$ cat src/rtl/desc_run_pkg.sv
package desc_run_pkg;
  typedef enum logic {
    FR_IDLE = 1'b0,
    FR_BUSY = 1'b1
  } frame_state_t;
endpackage

$ cat src/rtl/drc_framer.sv
module drc_framer
  import desc_run_pkg::*;
#(
  parameter int GROUP_LEN = 8,
  localparam int CNT_W = $clog2(GROUP_LEN)
) (
  input  logic clk,
  input  logic rst,
  input  logic start,
  output logic take_first,
  output logic take_next,
  output logic last,
  output logic busy
);
  localparam logic [CNT_W-1:0] LAST_POS = CNT_W'(GROUP_LEN - 1);

  frame_state_t state;
  logic [CNT_W-1:0] pos;

  assign busy       = (state == FR_BUSY);
  assign take_first = start;
  assign take_next  = busy && !start;
  assign last       = take_next && (pos == LAST_POS);

  always_ff @(posedge clk) begin
    if (rst) begin
      state <= FR_IDLE;
      pos   <= '0;
    end else if (start) begin
      state <= FR_BUSY;
      pos   <= CNT_W'(1);
    end else if (busy) begin
      if (pos == LAST_POS) begin
        state <= FR_IDLE;
        pos   <= '0;
      end else begin
        pos <= pos + CNT_W'(1);
      end
    end
  end


  busy_entry_chk: assert property (@(posedge clk) disable iff (rst)
    $rose(busy) |-> $past(start));


  reset_idle_chk: assert property (@(posedge clk)
    $past(rst) && !rst |-> !busy);
endmodule

$ cat src/rtl/drc_step_cmp.sv
module drc_step_cmp #(
  parameter int DATA_W = 8
) (
  input  logic              clk,
  input  logic              rst,
  input  logic              load,
  input  logic [DATA_W-1:0] din,
  output logic              step_bad
);
  logic [DATA_W-1:0] prev;

  // no wraparound: a zero predecessor can never be stepped below
  assign step_bad = (prev == '0) || (din != prev - DATA_W'(1));

  always_ff @(posedge clk) begin
    if (rst)       prev <= '0;
    else if (load) prev <= din;
  end
endmodule

$ cat src/rtl/drc_verdict.sv
module drc_verdict (
  input  logic clk,
  input  logic rst,
  input  logic take_first,
  input  logic take_next,
  input  logic last,
  input  logic step_bad,
  output logic done,
  output logic in_seq
);
  logic miss;

  always_ff @(posedge clk) begin
    if (rst) begin
      miss   <= 1'b0;
      done   <= 1'b0;
      in_seq <= 1'b0;
    end else begin
      if (take_first)     miss <= 1'b0;
      else if (take_next) miss <= miss | step_bad;
      done   <= last;
      in_seq <= last && !(miss || step_bad);
    end
  end


  seq_needs_done_chk: assert property (@(posedge clk) disable iff (rst)
    in_seq |-> done);


  single_pulse_chk: assert property (@(posedge clk) disable iff (rst)
    done |=> !done);


  miss_blocks_pass_chk: assert property (@(posedge clk) disable iff (rst)
    last && miss && !take_first |=> done && !in_seq);
endmodule

$ cat src/rtl/desc_run_check.sv
module desc_run_check #(
  parameter int DATA_W    = 8,
  parameter int GROUP_LEN = 8
) (
  input  logic              clk,
  input  logic              rst,
  input  logic [DATA_W-1:0] din,
  input  logic              start,
  output logic              done,
  output logic              in_seq
);
  localparam int AGE_W = $clog2(GROUP_LEN + 1);

  logic take_first, take_next, last, busy, step_bad;

  drc_framer #(.GROUP_LEN(GROUP_LEN)) u_framer (
    .clk(clk), .rst(rst), .start(start),
    .take_first(take_first), .take_next(take_next),
    .last(last), .busy(busy)
  );

  drc_step_cmp #(.DATA_W(DATA_W)) u_cmp (
    .clk(clk), .rst(rst), .load(take_first | take_next),
    .din(din), .step_bad(step_bad)
  );

  drc_verdict u_verdict (
    .clk(clk), .rst(rst), .take_first(take_first),
    .take_next(take_next), .last(last), .step_bad(step_bad),
    .done(done), .in_seq(in_seq)
  );

  // checker-side count of clocks since the latest start
  logic [AGE_W-1:0] age;
  logic             age_ok;
  always_ff @(posedge clk) begin
    if (rst) begin
      age    <= '0;
      age_ok <= 1'b0;
    end else if (start) begin
      age    <= AGE_W'(1);
      age_ok <= 1'b1;
    end else if (age_ok && age != AGE_W'(GROUP_LEN)) begin
      age <= age + AGE_W'(1);
    end else begin
      age_ok <= 1'b0;
    end
  end


  done_timing_chk: assert property (@(posedge clk) disable iff (rst)
    done |-> age_ok && age == AGE_W'(GROUP_LEN));


  idle_quiet_chk: assert property (@(posedge clk) disable iff (rst)
    !busy && !start |=> !done);
endmodule

$ cat config.mk
export PLATFORM = sky130hd
export DESIGN_NAME = desc_run_check
export DESIGN_NICKNAME = d
export VERILOG_FILES = /design/src/rtl/desc_run_pkg.sv /design/src/rtl/drc_framer.sv /design/src/rtl/drc_step_cmp.sv /design/src/rtl/drc_verdict.sv /design/src/rtl/desc_run_check.sv
export SDC_FILE = /design/constraint.sdc
export NUM_CORES = 1
export LEC_CHECK = 0
export CELL_PAD_IN_SITES_DETAIL_PLACEMENT = 0
export CELL_PAD_IN_SITES_GLOBAL_PLACEMENT = 1
export CORE_ASPECT_RATIO = 0.75
export CORE_MARGIN = 2
export CORE_UTILIZATION = 48
export CTS_CLUSTER_DIAMETER = 40
export DETAILED_ROUTE_END_ITERATION = 12
export DONT_BUFFER_PORTS = 1
export HOLD_SLACK_MARGIN = 0.06
export PLACE_DENSITY_LB_ADDON = 0.1
export SLEW_MARGIN = 20
export SYNTH_ARGS = -nofsm -noshare
export SYNTH_HDL_FRONTEND = slang
export SYNTH_SLANG_ARGS = --single-unit
$ cat constraint.sdc
create_clock -name clk -period 3.7 [get_ports clk]
set_input_delay 0 -clock clk [delete_from_list [all_inputs] [get_ports clk]]
set_output_delay 0 -clock clk [all_outputs]
set_load 0.05 [all_outputs]
* After elaboration in Yosys (flattened, before gate mapping) *
Index checks and enable logic that the tools add are counted.

operators by class
  add/sub/neg operators = 2
  multipliers = 0
  divide/modulo/power cells = 0
  order comparisons = 0
  equal/unequal tests = 2
  shift-type cells = 0
  muxes and demuxes = 6
  bitwise logic cells = 2
  reductions and logical operators = 10

operators with widths
  kind                                                                 count
  8-bit logical NOT                                                    1
  8-bit inequality test                                                1
  8-bit by 1-bit subtractor with 8-bit output (second input constant)  1
  1-bit 2-to-1 mux                                                     5
  3-bit by 1-bit adder with 3-bit output (second input constant)       1
  3-bit equality test (second input constant)                          1
  1-bit logical AND                                                    3
  3-bit 2-to-1 mux                                                     1
  1-bit logical NOT                                                    2
  1-bit logical OR                                                     2
  1-bit OR                                                             2
  2-bit nonzero test                                                   1
  2-bit OR reduction                                                   1

word-level totals
  register bits after elaboration = 15
  bits in latches = 0
  RAM bits = 0
  memory bits (read-only) = 0
  input bits = 11
  output and inout bits = 2
  logic and storage cells = 29
  memories = 0

* Longest topological paths before layout *
Gate-level depths: netlist (run 1).

  depth in word-level cells = 6
  depth in mapped cells = 8
  mapped depth without buffers = 7

* Modules after synthesis *
A second synthesis (run 1) with hierarchy kept.

second synthesis, totals
  cell total of the unflattened synthesis = 91
  area total of the unflattened synthesis = 839.6 sq um

by module, submodules not included
  module          instances  cells each  area an instance (sq um)  sequential area each (sq um)
  drc_step_cmp    1          63          543.0                     160.2
  drc_framer      1          20          198.9                     80.1
  drc_verdict     1          7           91.3                      60.1
  desc_run_check  1          1           6.3                       0.0

* Worst setup path before layout (run 1) *
OpenSTA, ideal clock, no wires.

  path type = register -> register
  start = register u_cmp.prev[0]
  end = register u_verdict.in_seq
  library setup time = 0.061 ns
  data arrival time = 1.539 ns
  path slack = 2.100 ns
  cell stages (with the launch flop) = 9
  path buffers = 1
  cells stage by stage = dfxtp_1 > buf_6 > inv_1 > ha_1 > and2_1 > a21oi_1 > nor4_1 > o311a_1 > and4_1

between the ends
  word-level cells in the longest chain between the ends = 6

RTL lines
  what                                         line                source
  from (decl)                                  drc_step_cmp.sv:10  logic [DATA_W-1:0] prev;
  from (signal assigned)                       drc_step_cmp.sv:17  else if (load) prev <= din;
  8-bit by 1-bit subtractor with 8-bit output  drc_step_cmp.sv:13  assign step_bad = (prev == '0) || (din != prev - DATA_W'(1));
  8-bit inequality test                        drc_step_cmp.sv:13
  1-bit logical OR (*)                         drc_step_cmp.sv:13
  1-bit logical OR (*)                         drc_verdict.sv:22   in_seq <= last && !(miss || step_bad);
  1-bit logical NOT (*)                        drc_verdict.sv:22
  1-bit logical AND (*)                        drc_verdict.sv:22
  to (signal assigned)                         drc_verdict.sv:22
  to (decl)                                    drc_verdict.sv:9    output logic in_seq

Every way passes the cells marked *; elsewhere a longest branch is shown, timed or not.
A chain may end at the register's enable or synchronous reset.

* Worst setup path in the final report (run 1) *
  start = register u_framer.state (netlist: u_framer.busy)
  end = register u_cmp.prev[2]

between the ends
  word-level cells in the longest chain between the ends = 2

RTL lines
  what                    line                  source
  from (decl)             drc_framer.sv:17      frame_state_t state;
  from (signal assigned)  drc_framer.sv:27      state <= FR_IDLE;
  from (signal assigned)  drc_framer.sv:30      state <= FR_BUSY;
  from (signal assigned)  drc_framer.sv:34      state <= FR_IDLE;
  1-bit logical AND       drc_framer.sv:22      assign take_next = busy && !start;
  1-bit OR                desc_run_check.sv:23  .clk(clk), .rst(rst), .load(take_first | take_next),

Every way passes these cells.

==> results.py, run 1 <==
metrics = {
    "layout": {
        "stdcell_count": 148,
        "ff_latch_area_um2": 300,
        "final_nets": 141,
        "multi_input_area_um2": 502,
        "areaGrowthSynthToFinish_pct": 33.5,
        "antenna_cells": 0,
        "drive_gt1_share_pct": 6.35,
        "postLayoutCoreUtil_pct": 66.3,
        "fill_cells": 161,
    },
    "drt": {
        "vias_per_cell": 5.45,
        "drt_iter0_drc": 7,
        "first_pass_iters": 4,
        "wl_per_cell_um": 13.9,
        "totalWireLength_um": 2060,
        "route.detailed.drc": 0,
        "vias": 806,
        "ant_nets": 0,
    },
    "cts": {
        "clkTransAtPathRegs_ns": 0.09,
        "cts_root_buffer": "clkbuf_4",
        "cts.sinks": 15,
        "cts.path.max_buffers": 2,
        "cts_setup_buffers": 0,
        "clk_latency_ns": 0.28,
        "htreeDepth": 1,
        "cts_buffers": 3,
        "cts_tree": "yes",
        "ctsResizeCount": 0,
    },
    "synthesis": {
        "synth_area_um2": 840,
        "netlist_top_cells_area": "dfxtp_1 (36%), a21oi_1 (8.3%), o21ai_0 (6.0%)",
        "synth_edf_count": 0,
        "synth_seq_area_share_pct": 35.8,
        "syn_inst": 101,
        "yosysWarnings": 0,
        "yosys-top-cells-count": "dfxtp_1 (15), a21oi_1 (14), nand2_1 (11)",
        "syn_avg_cell_area_um2": 8.31,
        "synth_top_area_cell": "dfxtp_1",
        "yosysMostFrequentCell": "dfxtp_1",
        "synth_top_area_share_pct": 35.8,
        "synth.distinct_cells": 31,
        "ys_ff_latch": 15,
        "synth.net_count": 115,
        "synth_ff_type": "dfxtp_1",
        "synth_async_sr_flop_share_pct": 0,
    },
    "min_path": {
        "holdCritPathClass": "input pin to flop",
        "hold_start": "din[6]",
        "hold_depth": 4,
        "min_to": "u_verdict.miss",
    },
    "flow_run": {
        "cap_violations": 0,
    },
    "sta": {
        "maxSlewHeadroom_pct": 58.0,
        "hold_viol_final": 0,
        "grt_setup_unrepaired": "no",
        "drv_slew": 0,
        "setup_viol": 0,
        "fmax_ghz": 0.457,
        "min_period_over_period_pct": 59.1,
        "layout_min_cycle_time_ns": 2.19,
        "skew_ns": 0.00286,
        "tightest_slew_ns": 0.628,
        "setup_ws_ns": 1.51,
        "finalSetupTns_ns": 0,
    },
    "global_route": {
        "grt_max_degree": 16,
        "grt_overflow_total": 0,
        "first_global_vias": 713,
        "antenna_found_initial": 0,
        "track_usage_pct": 23.4,
        "grt_pass1_wl_um": 3440,
    },
    "critical_path": {
        "r2r-start": "u_framer.busy",
        "path_delay_family": "buffers and inverters",
        "reg2reg_slack_ns": 1.51,
        "critPathMostFrequentCell": "dlygate4sd3_1",
        "end_kind": "flop",
        "cp_slowest_stage_delay_ns": 0.65,
        "cpMaxStageDelayCell": "dfxtp_1",
        "path_max_fanout": 15,
        "worstRegToRegCells": 4,
        "critPathBufInv": 2,
        "worstSetupPathType": "flop to flop",
        "cp_cell_sequence": "o21ai_0 -> dlygate4sd3_1 -> a21oi_1 -> dlygate4sd3_1",
        "cp.required_ns": 3.93,
        "cp-start-kind": "flop",
        "r2r-end": "u_cmp.prev[2]",
        "cp.arrival_ns": 2.42,
    },
    "floorplan": {
        "die_width_um": 52.3,
        "die_h_um": 40.2,
        "rows": 13,
        "start_util_pct": 49.6,
        "coreArea_um2": 1690,
        "num_io_pins": 13,
        "die_area_um2": 2100,
    },
    "placement": {
        "port_buffers": 0,
        "place_ws_ns": 1.97,
        "dp_cells": 119,
        "hpwl_um": 1240,
        "gp_congestion": 0.761,
    },
    "power_and_ir_drop": {
        "p_leak_uw": 0.000447,
        "power_density_nw_per_um2": 326,
        "ir_worst_vdd_mv": 0.343,
    },
    "status": {
        "status": "complete, no violations",
    },
}
-- worst max path at each step --
| stage | depth (start not counted) | to | slack [ns] | from |
|---|---|---|---|---|
| finish | 4 | u_cmp.prev[2] | 1.51 | u_framer.busy |
| global route | 4 | u_cmp.prev[3] | 1.31 | u_framer.busy |
| CTS | 4 | u_cmp.prev[6] | 1.55 | u_framer.busy |
| detailed placement | 7 | u_verdict.in_seq | 1.97 | u_cmp.prev[0] |
| global placement | 7 | u_verdict.in_seq | 1.97 | u_cmp.prev[0] |
| floorplan | 8 | u_verdict.in_seq | 2.10 | u_cmp.prev[0] |
-- kinds of logic after synthesis --
| family | after synthesis | share of synthesized area (%) |
|---|---|---|
| AO/OA/AOI/OAI | 32 | 21.8 |
| AND/OR/NAND/NOR | 32 | 21.8 |
| flip-flops | 15 | 35.8 |
| XOR/XNOR | 9 | 9.39 |
| buffers and inverters | 8 | 4.47 |
| adder cells (fa/ha/maj) | 3 | 4.47 |
| multiplexers | 2 | 2.38 |
-- tightest hold or removal path: cells and delay by family --
| kind | cells | cell delay (ns) |
|---|---|---|
| simple gates | 1 | 0.06 |
| compound gates | 3 | 0.26 |
-- sequential cells by signal, indices dropped and copies added (netlist names) --
register          flops
u_framer.busy         1
u_verdict.miss        1
u_framer.pos          3
u_cmp.prev            8
u_verdict.done        1
u_verdict.in_seq      1
-- report_power, final --
group	switching [uW]	internal, uW
clock network	53.3	41.9
registers	14.3	170
logic	35.9	50.0
total	104	261
-- stage by stage --
stage	power, uW	hold WS (ns)	cell area (um2)
floorplan	238	0.0768	840
global placement	245	0.0707	845
detailed placement	245	0.0730	845
CTS	367	0.0772	1120
global route	387	0.107	1120
finish	365	0.0808	1120
-- per-layer routing --
metal  share of wire (%)  up-vias  track usage (%)
li1                    -      409                -
met1                  48      375             30.9
met2                  45       20             38.4
met3                 6.0        2             7.46
met4                0.34        0             3.85
met5                   0        -                0
-- layout by cell type (no fill, tap or decap), types with 4 or more instances in the layout --
cell,Yosys,final
dlygate4sd3_1,0,25
nor3_1,4,4
nand2_1,11,11
a21oi_1,14,14
o21ai_0,10,10
dfxtp_1,15,15
xnor2_1,5,5
inv_1,4,4
xor2_1,4,4
nor2_1,5,5
-- final cells by class --
cell class | instances | share of cell area (%)
Clock buffer | 4 | 2.34
Inverter | 4 | 1.34
Timing Repair Buffer | 25 | 22.3
Multi-Input combinational cell | 78 | 44.8
Tap cell | 22 | 2.46
Sequential cell | 15 | 26.8
-- what timing repair did --
| action | CTS | global route |
|---|---|---|
| hold buffers | 25 | 0 |
| hold endpoints to repair | 14 | 0 |
| endpoints found under the setup margin | 0 | 0 |
Power figures use the tool's default switching activity.
==> run 2, diff against run 1 <==
--- a/config.mk
+++ b/config.mk
@@ -9,7 +9,7 @@
 export CELL_PAD_IN_SITES_GLOBAL_PLACEMENT = 1
 export CORE_ASPECT_RATIO = 0.75
 export CORE_MARGIN = 2
-export CORE_UTILIZATION = 48
+export CORE_UTILIZATION = 40
 export CTS_CLUSTER_DIAMETER = 40
 export DETAILED_ROUTE_END_ITERATION = 12
 export DONT_BUFFER_PORTS = 1
==> constraint.sdc (replaced) <==
create_clock -name clk -period 1.9 [get_ports clk]
set_input_delay 0 -clock clk [delete_from_list [all_inputs] [get_ports clk]]
set_output_delay 0 -clock clk [all_outputs]
set_load 0.05 [all_outputs]
==> run 2 against run 1 <==
- count of clock-buffer cells in the layout decreased by 1
- cell count is 2.7% lower
- final area fell by 5.2%
- clock skew up 0.011 ns
- total power rose by 97%
- sequential share of layout area is 1.5 points higher
- worst hold slack improved by 0.013 ns
==> results.py, run 2 (same netlist as run 1, synthesis figures left out) <==
metrics = {
    "drt": {
        "drt_iter0_drc": 10,
        "totalWireLength_um": 2020,
        "vias": 768,
        "wl_per_cell_um": 14.0,
        "vias_per_cell": 5.33,
        "route.detailed.drc": 0,
        "first_pass_iters": 4,
        "ant_nets": 0,
    },
    "cts": {
        "cts_tree": "yes",
        "clk_latency_ns": 0.30,
        "cts.sinks": 15,
        "cts_setup_buffers": 0,
        "cts_buffers": 3,
        "cts.path.max_buffers": 2,
        "clkTransAtPathRegs_ns": 0.11,
        "cts_root_buffer": "clkbuf_4",
        "htreeDepth": 1,
    },
    "placement": {
        "gp_congestion": 0.741,
        "port_buffers": 0,
        "hpwl_um": 1350,
    },
    "floorplan": {
        "die_area_um2": 2490,
        "coreArea_um2": 2000,
        "die_h_um": 43.7,
        "die_width_um": 56.9,
        "rows": 14,
        "num_io_pins": 13,
        "start_util_pct": 42.0,
    },
    "layout": {
        "drive_gt1_share_pct": 10.8,
        "final_nets": 135,
        "layout_commonest_cell": "dlygate4sd3_1",
        "layout_common_cells": "dlygate4sd3_1 (16), dfxtp_1 (15), a21oi_1 (14)",
        "antenna_cells": 0,
        "postLayoutCoreUtil_pct": 53.2,
        "largest_reg_flops": 8,
        "areaGrowthSynthToFinish_pct": 26.5,
        "top_regs": "u_cmp.prev (8), u_framer.pos (3)",
        "top_register": "u_cmp.prev",
    },
    "global_route": {
        "track_usage_pct": 18.6,
        "met2_usage_pct": 29.0,
        "top_usage_layer": "met2",
        "first_global_vias": 737,
        "grt_pass1_wl_um": 3430,
        "grt_overflow_total": 0,
        "grt_util_met3_pct": 6.27,
        "grt_max_degree": 14,
        "antenna_found_initial": 0,
        "gr-usage-met1_pct": 25.4,
    },
    "critical_path": {
        "path_max_fanout": 6,
        "path_delay_family": "simple AND/OR/NAND/NOR gates",
        "cp-start-kind": "flop",
        "cp.required_ns": 2.14,
        "end_kind": "flop",
        "cp.arrival_ns": 1.95,
        "worstSetupPathType": "flop to flop",
        "cp_slowest_stage_delay_ns": 0.33,
        "critPathBufInv": 1,
        "cpMaxStageDelayCell": "dfxtp_1",
        "cp_cell_sequence": "inv_1 -> ha_1 -> and2_1 -> a21oi_1 -> nor4_1 -> o311a_1 -> and4_1",
    },
    "sta": {
        "maxSlewHeadroom_pct": 65.8,
        "drv_slew": 0,
        "skew_ns": 0.0141,
        "finalSetupTns_ns": 0,
        "fmax_ghz": 0.584,
        "tightest_slew_ns": 0.511,
        "hold_viol_final": 0,
        "layout_min_cycle_time_ns": 1.71,
        "setup_viol": 0,
        "min_period_over_period_pct": 90.1,
        "grt_setup_unrepaired": "no",
    },
    "power_and_ir_drop": {
        "power_density_nw_per_um2": 676,
        "ir_worst_vdd_mv": 0.536,
        "p_leak_uw": 0.000414,
    },
    "flow_run": {
        "cap_violations": 0,
    },
    "status": {
        "status": "complete, no violations",
    },
    "min_path": {
        "holdCritPathClass": "input pin to flop",
    },
}
-- run 2: path summary, 6_finish.rpt --
path | to | depth (start not counted) | slack, ns | start
max | u_verdict.in_seq | 7 | 0.19 | u_cmp.prev[0]
min | u_verdict.miss | 4 | 0.09 | din[6]
max reg2reg | u_verdict.in_seq | 7 | 0.19 | u_cmp.prev[0]
min reg2reg | u_cmp.prev[7] | 2 | 0.52 | u_cmp.prev[7]
-- run 2: metal layers --
layer | routed length (um) | part of all wire [%] | vias to the layer above
met4 | 13 | 0.64 | 0
met1 | 1020 | 50 | 351
met5 | 0 | 0 | -
li1 | - | - | 399
met3 | 99 | 4.9 | 2
met2 | 888 | 44 | 16
-- run 2: timing repair --
action | CTS | global route
endpoints found under the hold margin | 14 | 0
hold buffers | 16 | 0
setup endpoints to repair | 0 | 1
gates resized for setup | 0 | 1
-- run 2: layout make-up --
| class | instances | area, um2 |
|---|---|---|
| fillers | 194 | 935 |
| multi-input cells | 78 | 504 |
| flip-flops and latches | 15 | 300 |
| repair buffers | 19 | 183 |
| well taps | 24 | 30.0 |
| clock buffers | 3 | 22.5 |
| inverters | 4 | 15.0 |
| clock inverters | 1 | 7.51 |
-- run 2: report_power, final --
group | internal [uW] | switching (uW) | total (uW)
sequential | 330 | 23.5 | 354
clock | 80.3 | 122 | 202
combinational | 87.8 | 74.8 | 163
total | 499 | 220 | 719
-- run 2: stage by stage --
step	power [uW]	std cells	instance area (um2)	setup WS [ns]	hold WS, ns
floorplan	464	101	840	0.300	0.0768
detailed placement	485	124	870	0.251	0.0732
global route	762	144	1060	0.0361	0.104
CTS	721	144	1060	0.176	0.0814
global placement	486	124	870	0.327	0.0701
finish	719	144	1060	0.189	0.0935
-- run 2: worst register-to-register path, cell delays in order (launching register included) --
cell and delay, ns:
dfxtp_1 0.33, inv_1 0.05, ha_1 0.27, and2_1 0.21
a21oi_1 0.08, nor4_1 0.29, o311a_1 0.24, and4_1 0.18
